### src/rtl/thermal_alarm.sv
module thermal_alarm #(
  parameter int W = 16,
  parameter int LSB_DROP = 5,
  parameter logic [W-1:0] HI_RESET = 16'h4880,
  parameter logic [W-1:0] LO_RESET = 16'h4600
) (
  input  logic         clk,
  input  logic         rst_n,
  input  logic         conv_done,
  input  logic [W-1:0] conv_result,
  input  logic         wr_hi,
  input  logic         wr_lo,
  input  logic         wr_ctl,
  input  logic [W-1:0] wr_data,
  input  logic         stat_rd,
  output logic         pin_level,
  output logic         pin_drive_low,
  output logic         alarm_stat,
  output logic         hi_flag,
  output logic         lo_flag,
  output logic [W-1:0] hi_limit_rd,
  output logic [W-1:0] lo_limit_rd,
  output logic [W-1:0] ctl_rd
);
  localparam int LW     = W - LSB_DROP;
  localparam int B_CLR  = 13;
  localparam int B_STAT = 11;
  localparam int B_HF   = 10;
  localparam int B_LF   = 9;
  localparam int B_DIS  = 7;
  localparam int B_POL  = 6;

  logic [LW-1:0] hi_q, lo_q;
  logic pol_q, dis_q, alm_q;
  logic hseen_q, lseen_q, hnow_q, lnow_q;
  logic signed [W-1:0] res_s, hi_s, lo_s;
  logic above, below, clr_req;

  assign res_s   = conv_result;
  assign hi_s    = {hi_q, {LSB_DROP{1'b0}}};
  assign lo_s    = {lo_q, {LSB_DROP{1'b0}}};
  assign above   = conv_done && (res_s > hi_s);
  assign below   = conv_done && (res_s < lo_s);
  assign clr_req = wr_ctl && wr_data[B_CLR];

  always_ff @(posedge clk or negedge rst_n) begin
    if (!rst_n) begin
      hi_q <= HI_RESET[W-1:LSB_DROP];
      lo_q <= LO_RESET[W-1:LSB_DROP];
    end else begin
      if (wr_hi) hi_q <= wr_data[W-1:LSB_DROP];
      if (wr_lo) lo_q <= wr_data[W-1:LSB_DROP];
    end
  end

  always_ff @(posedge clk or negedge rst_n) begin
    if (!rst_n) begin
      pol_q <= 1'b0;
      dis_q <= 1'b0;
    end else if (wr_ctl) begin
      pol_q <= wr_data[B_POL];
      dis_q <= wr_data[B_DIS];
    end
  end

  always_ff @(posedge clk or negedge rst_n) begin
    if (!rst_n)       alm_q <= 1'b0;
    else if (above)   alm_q <= 1'b1;
    else if (below)   alm_q <= 1'b0;
    else if (clr_req) alm_q <= 1'b0;
  end

  always_ff @(posedge clk or negedge rst_n) begin
    if (!rst_n) begin
      hi_flag <= 1'b0;
      hseen_q <= 1'b0;
      hnow_q  <= 1'b0;
    end else if (conv_done) begin
      hnow_q <= above;
      if (above) begin
        hi_flag <= 1'b1;
        hseen_q <= 1'b0;
      end else if (hseen_q || (stat_rd && hi_flag)) begin
        hi_flag <= 1'b0;
        hseen_q <= 1'b0;
      end
    end else if (stat_rd && hi_flag) begin
      if (hnow_q) hseen_q <= 1'b1;
      else        hi_flag <= 1'b0;
    end
  end

  always_ff @(posedge clk or negedge rst_n) begin
    if (!rst_n) begin
      lo_flag <= 1'b0;
      lseen_q <= 1'b0;
      lnow_q  <= 1'b0;
    end else if (conv_done) begin
      lnow_q <= below;
      if (below) begin
        lo_flag <= 1'b1;
        lseen_q <= 1'b0;
      end else if (lseen_q || (stat_rd && lo_flag)) begin
        lo_flag <= 1'b0;
        lseen_q <= 1'b0;
      end
    end else if (stat_rd && lo_flag) begin
      if (lnow_q) lseen_q <= 1'b1;
      else        lo_flag <= 1'b0;
    end
  end

  assign alarm_stat    = alm_q & ~dis_q;
  assign pin_level     = dis_q ? 1'b1 : (pol_q ? alarm_stat : ~alarm_stat);
  assign pin_drive_low = ~pin_level;
  assign hi_limit_rd   = hi_s;
  assign lo_limit_rd   = lo_s;

  always_comb begin
    ctl_rd         = '0;
    ctl_rd[B_STAT] = alarm_stat;
    ctl_rd[B_HF]   = hi_flag;
    ctl_rd[B_LF]   = lo_flag;
    ctl_rd[B_DIS]  = dis_q;
    ctl_rd[B_POL]  = pol_q;
  end


  alarm_set_chk: assert property (@(posedge clk) disable iff (!rst_n)
    above |=> alm_q);

  alarm_release_chk: assert property (@(posedge clk) disable iff (!rst_n)
    (below && !above) |=> !alm_q);

  alarm_hold_chk: assert property (@(posedge clk) disable iff (!rst_n)
    (!conv_done && !clr_req) |=> $stable(alm_q));

  alarm_clear_chk: assert property (@(posedge clk) disable iff (!rst_n)
    (clr_req && !conv_done) |=> !alm_q);

  disable_mask_chk: assert property (@(posedge clk) disable iff (!rst_n)
    dis_q |-> (!alarm_stat && pin_level && !pin_drive_low));

  hflag_set_chk: assert property (@(posedge clk) disable iff (!rst_n)
    above |=> hi_flag);

  hflag_keep_chk: assert property (@(posedge clk) disable iff (!rst_n)
    (hi_flag && !conv_done && (!stat_rd || hnow_q)) |=> hi_flag);

  lflag_set_chk: assert property (@(posedge clk) disable iff (!rst_n)
    below |=> lo_flag);

  lflag_keep_chk: assert property (@(posedge clk) disable iff (!rst_n)
    (lo_flag && !conv_done && (!stat_rd || lnow_q)) |=> lo_flag);
endmodule

### config.mk
export PLATFORM = sky130hd
export DESIGN_NAME = thermal_alarm
export DESIGN_NICKNAME = d
export VERILOG_FILES = /design/src/rtl/thermal_alarm.sv
export SDC_FILE = /design/constraint.sdc
export NUM_CORES = 1
export LEC_CHECK = 0
export BUFFER_PORTS_ARGS = -buffer_cell sky130_fd_sc_hd__buf_2
export CAP_MARGIN = 30
export CORE_MARGIN = 2
export CORE_UTILIZATION = 50
export DETAILED_ROUTE_END_ITERATION = 8
export PLACE_DENSITY = 0.86
export REMOVE_ABC_BUFFERS = 1
export SYNTH_ARGS = -nofsm -noshare
export SYNTH_HDL_FRONTEND = slang
export SYNTH_SLANG_ARGS = --single-unit
### constraint.sdc
create_clock -name clk -period 5.6 [get_ports clk]
set_input_delay 0.56 -clock clk [delete_from_list [all_inputs] [get_ports clk]]
set_output_delay 0.56 -clock clk [all_outputs]
set_load 0.01 [all_outputs]
After elaboration in Yosys (flattened, before gate mapping)
Cells that the tools add are included.
{"block": "totals", "regBits": 31, "inputBits": 39, "word_cells": 60}
{"block": "op_classes", "magnitude_cmp": 2, "eq_ne": 4, "mux": 23, "bitwise": 4, "reduce_logical": 16}
{"cell": "1-bit two-way mux", "n": 23}
{"cell": "16-bit > comparator", "n": 1}
{"cell": "16-bit < comparator", "n": 1}
{"cell": "3-bit AND reduction", "n": 4}
{"cell": "2-bit nonzero test", "n": 4}
{"cell": "3-bit by 1-bit inequality test with 1-bit output, second input constant", "n": 2}
{"cell": "1-bit logical AND", "n": 5}
{"cell": "2-bit inequality test, second input constant", "n": 2}
{"cell": "1-bit inverter", "n": 3}
{"cell": "3-bit nonzero test", "n": 1}
{"cell": "1-bit logical OR", "n": 2}
{"cell": "1-bit AND", "n": 1}

Depth between registers and ports, before layout
{"block": "depth", "depth_word": 6, "mapped_depth": 7, "depth_no_buf": 7}

Least setup slack after synthesis
No wires, ideal clock.
{"block": "synth_timing", "path_kind": "register -> register", "startpoint": "reg hi_q[2]", "endpoint": "reg alm_q", "setup_ns": 0.119, "arrival_time_ns": 1.765, "slack_ns": 3.716, "stages_incl_launch_ff": 8, "synth_period_minus_slack_ns": 1.884, "path_cell_list": "dfstp_2 inv_1 ha_1 a21oi_2 o21ai_1 a211o_1 o221ai_2 a21bo_1"}
{"block": "synth_between", "elab_chain_cells": 3, "word_cells_on_any_way": 4, "cone_classes": "1 x order compare; 1 x mux; 2 x reduce/logical"}
{"item": "start, declared", "line_no": "33", "text": "logic [LW-1:0] hi_q, lo_q;"}
{"item": "start signal, assigned", "line_no": "48", "text": "hi_q <= HI_RESET[W-1:LSB_DROP];"}
{"item": "start signal, assigned", "line_no": "51", "text": "if (wr_hi) hi_q <= wr_data[W-1:LSB_DROP];"}
{"item": "16-bit > comparator *", "line_no": "42", "text": "assign above = conv_done && (res_s > hi_s);"}
{"item": "1-bit logical AND *", "line_no": "42"}
{"item": "3-bit nonzero test (no line) / 1-bit two-way mux (equally long branches)"}
{"item": "end signal, assigned", "line_no": "67", "text": "if (!rst_n) alm_q <= 1'b0;"}
{"item": "end signal, assigned", "line_no": "68", "text": "else if (above) alm_q <= 1'b1;"}
{"item": "end signal, assigned", "line_no": "69", "text": "else if (below) alm_q <= 1'b0;"}
{"item": "end, declared", "line_no": "34", "text": "logic pol_q, dis_q, alm_q;"}
Every way passes the cells marked *; elsewhere a longest branch is shown, timed or not.
A chain may end at the register's enable or synchronous reset.

Worst setup path in the final report
Ends and elaborated chain as after synthesis.

==> results.sh <==
export IMPL_grt_pass1_vias=1489
export IMPL_syn_area_per_cell_um2=9.154
export IMPL_path_buf_inv=1
export IMPL_post_cts_resized=0
export IMPL_synthAdderAreaFrac_pct=13.73
export IMPL_num_rows=22
export IMPL_critPathKind="register to register"
export IMPL_skew_ns=0.004091
export IMPL_boundaryPins=92
export IMPL_synth_top_family_by_area="buffers and inverters"
export IMPL_grt_pass1_wl_um=6299
export IMPL_synth_compound_area_share_pct=16.42
export IMPL_remaining_drc_errors=0
export IMPL_die_area_um2=4337
export IMPL_drtIter0Drc=34
export IMPL_maxCapViolCount=0
export IMPL_hp_class="primary input to asynchronous set/reset pin"
export IMPL_clock_sinks=31
export IMPL_antenna_found_initial=0
export IMPL_crit_arrival_ns=2.19
export IMPL_path_clk_slew_ns=0.06
export IMPL_synth_xor_area_share_pct=0.4578
export IMPL_gp_congestion=0.8359
export IMPL_crit_path_start_kind="register"
export IMPL_core_area_um2=3661
export IMPL_period_needed_ns=2.014
export IMPL_avgViaCountPerCell=4.928
export IMPL_clk_latency_ns=0.28
export IMPL_ant_nets=0
export IMPL_synth_warnings=0
export IMPL_cts_tree="yes"
export IMPL_slowest_stage="dfstp_2"
export IMPL_portBuffers=65
export IMPL_tightest_slew_ns=0.6907
export IMPL_grt_overflow=0
export IMPL_ctsRootBufferMaster="clkbuf_8"
export IMPL_period_share_pct=35.97
export IMPL_drive_gt1_share_pct=31.00
export IMPL_critPathCaptureType="register"
export IMPL_drv_slew=0
export IMPL_fp_dieW_um=65.86
export IMPL_critPathTopFamily="compound AO/OA/AOI/OAI gates"
export IMPL_syn_inst=209
export IMPL_yosys_area_share_simple_pct=10.01
export IMPL_max_slew_margin_rel_pct=53.95
export IMPL_synth_seq_area_share_pct=40.94
export IMPL_final_util_pct=61.48
export IMPL_cts_hold_buffers=0
export IMPL_vdd_drop_max_uv=192.7
export IMPL_grt_max_degree=32
export IMPL_crit_fanout=3
export IMPL_timing_fmax_ghz=0.4965
export IMPL_cts_setup_buffers=0
export IMPL_crit_required_ns=5.77
export IMPL_avgRoutedWirePerCell_um=12.55
export IMPL_die_y_um=65.86
export IMPL_track_usage_pct=19.23
export IMPL_nFillCells=355
export IMPL_fin_setup_tns_ns=0
export IMPL_first_pass_iters=4
export IMPL_cellLeakagePower_nw=1.226
export IMPL_muxShareOfSynthArea_pct=1.766
export IMPL_status="finished, final reports clean"
export IMPL_fin_nets=331
export IMPL_routed_wl_um=4004
export IMPL_ys_ff_latch=31
export IMPL_num_antenna_cells=0
export IMPL_synth_cell_types=33
export IMPL_rsz0062_at_grt="no"
export IMPL_post_dp_hpwl_um=3242
export IMPL_cpPeakStageDelay_ns=0.52
export IMPL_cts_buffers=5
export IMPL_clk_path_buf_depth=2
export IMPL_setup_viol=0
export IMPL_ctsHtreeMaxLevel=2
export IMPL_syn_area_um2=1913
export IMPL_syn2layout_area_growth_pct=17.66
export IMPL_start_util_pct=52.26
export IMPL_final_hold_viol_count=0
export IMPL_crit_chain="inv_1 > ha_1 > a21oi_2 > o21ai_1 > a211o_1 > o221ai_2 > a21bo_1"
export IMPL_vias=1572
export IMPL_power_density_nw_per_um2=266.3
-- cells by family (layout without fill, tap and decap cells) --
family,Yosys count,in the layout
compound gates,51,51
other cells,1,21
mux,3,3
simple gates,43,43
fa+ha+maj,21,21
buf+inv,58,100
xor+xnor,1,1
flops,31,31
-- final cells by class --
cell class	instances	area (µm²)	share of cell area, %
Timing Repair Buffer	65	325.3	14.45
Clock inverter	1	5.005	0.2223
Tap cell	48	60.06	2.668
Inverter	28	105.1	4.669
Multi-Input combinational cell	140	889.6	39.52
Sequential cell	31	783.3	34.80
Clock buffer	6	82.58	3.669
-- flip-flops by register name, indices dropped and copies added (netlist names) --
register	count
hseen_q	1
lo_flag	1
hi_q	11
lo_q	11
hnow_q	1
lseen_q	1
alm_q	1
dis_q	1
hi_flag	1
pol_q	1
lnow_q	1
-- stage by stage --
| step | power (mW) | std cells | setup WS, ns | hold slack, ns | instance area, µm² |
|---|---|---|---|---|---|
| global route | 0.6394 | 319 | 3.507 | 0.3593 | 2251 |
| detailed placement | 0.4291 | 312 | 3.449 | 0.5031 | 2163 |
| global placement | 0.4216 | 312 | 3.486 | 0.4797 | 2163 |
| finish | 0.5994 | 319 | 3.586 | 0.3158 | 2251 |
| floorplan | 0.3586 | 199 | 3.716 | 0.2644 | 1778 |
| CTS | 0.6070 | 319 | 3.579 | 0.3261 | 2251 |
-- per-layer routing --
metal / track usage (%) / up-vias / wire length (µm)
met3: 7.155 / 7 / 352
met4: 6.510 / 0 / 59
met5: 0 / - / 0
li1: - / 779 / -
met2: 33.33 / 61 / 1984
met1: 21.62 / 725 / 1608
-- worst paths after layout --
kind | startpoint | end | slack, ns | cells past startpoint
min in group clk | wr_data[12] | lo_q[7] | 0.50 | 3
max | hi_q[2] | alm_q | 3.59 | 7
min reg2reg | lo_q[9] | lo_q[9] | 0.52 | 2
min | rst_n | lo_q[6] | 0.32 | 1
max in group asynchronous | rst_n | hi_q[0] | 4.84 | 1
max reg2reg | hi_q[2] | alm_q | 3.59 | 7
-- cells in the final DEF (no fill, tap or decap), types with 5 or more instances in the layout --
cell type,Yosys,layout
nor2_1,5,5
conb_1,1,21
dfrtp_1,25,25
buf_2,0,65
clkbuf_8,0,6
o21ai_0,27,27
inv_1,28,28
nand2_1,27,27
ha_1,21,21
a21oi_1,8,8
dfstp_2,6,6
-- power by group --
group | switching, mW | internal [mW]
clock | 0.0791 | 0.0961
sequential | 0.0148 | 0.252
combinational | 0.0920 | 0.0658
-- synthesized netlist by cell type --
cell type  number  area, µm²
inv_1          28      105.1
nand3_1         1      5.000
nor2b_1         2      12.51
conb_1          1      3.750
a31oi_1         3      18.77
a211o_1         2      17.52
a2111oi_2       1      15.01
nor4b_1         1      8.760
xor2_1          1      8.760
o21ai_0        27      135.1
ha_1           21      262.8
nor2_1          5      18.77
a21o_1          2      15.01
a21boi_0        1      7.510
o32a_1          1      10.01
a21oi_2         1      8.760
a21oi_1         8      40.04
a21bo_1         1      10.01
clkbuf_1        4      15.01
o21ai_1         1      5.000
nand2b_1        1      6.260
mux2_2          3      33.78
nand4b_1        1      8.760
dfstp_2         6      157.7
dfrtp_1        25      625.6
o211ai_1        1      7.510
o221ai_2        1      15.01
buf_4          26      195.2
nand4_1         3      18.77
o2111ai_1       1      8.760
and3_1          1      6.260
nor3_1          1      5.000
nand2_1        27      101.4
Note: power is estimated with default switching activity, not from simulation.
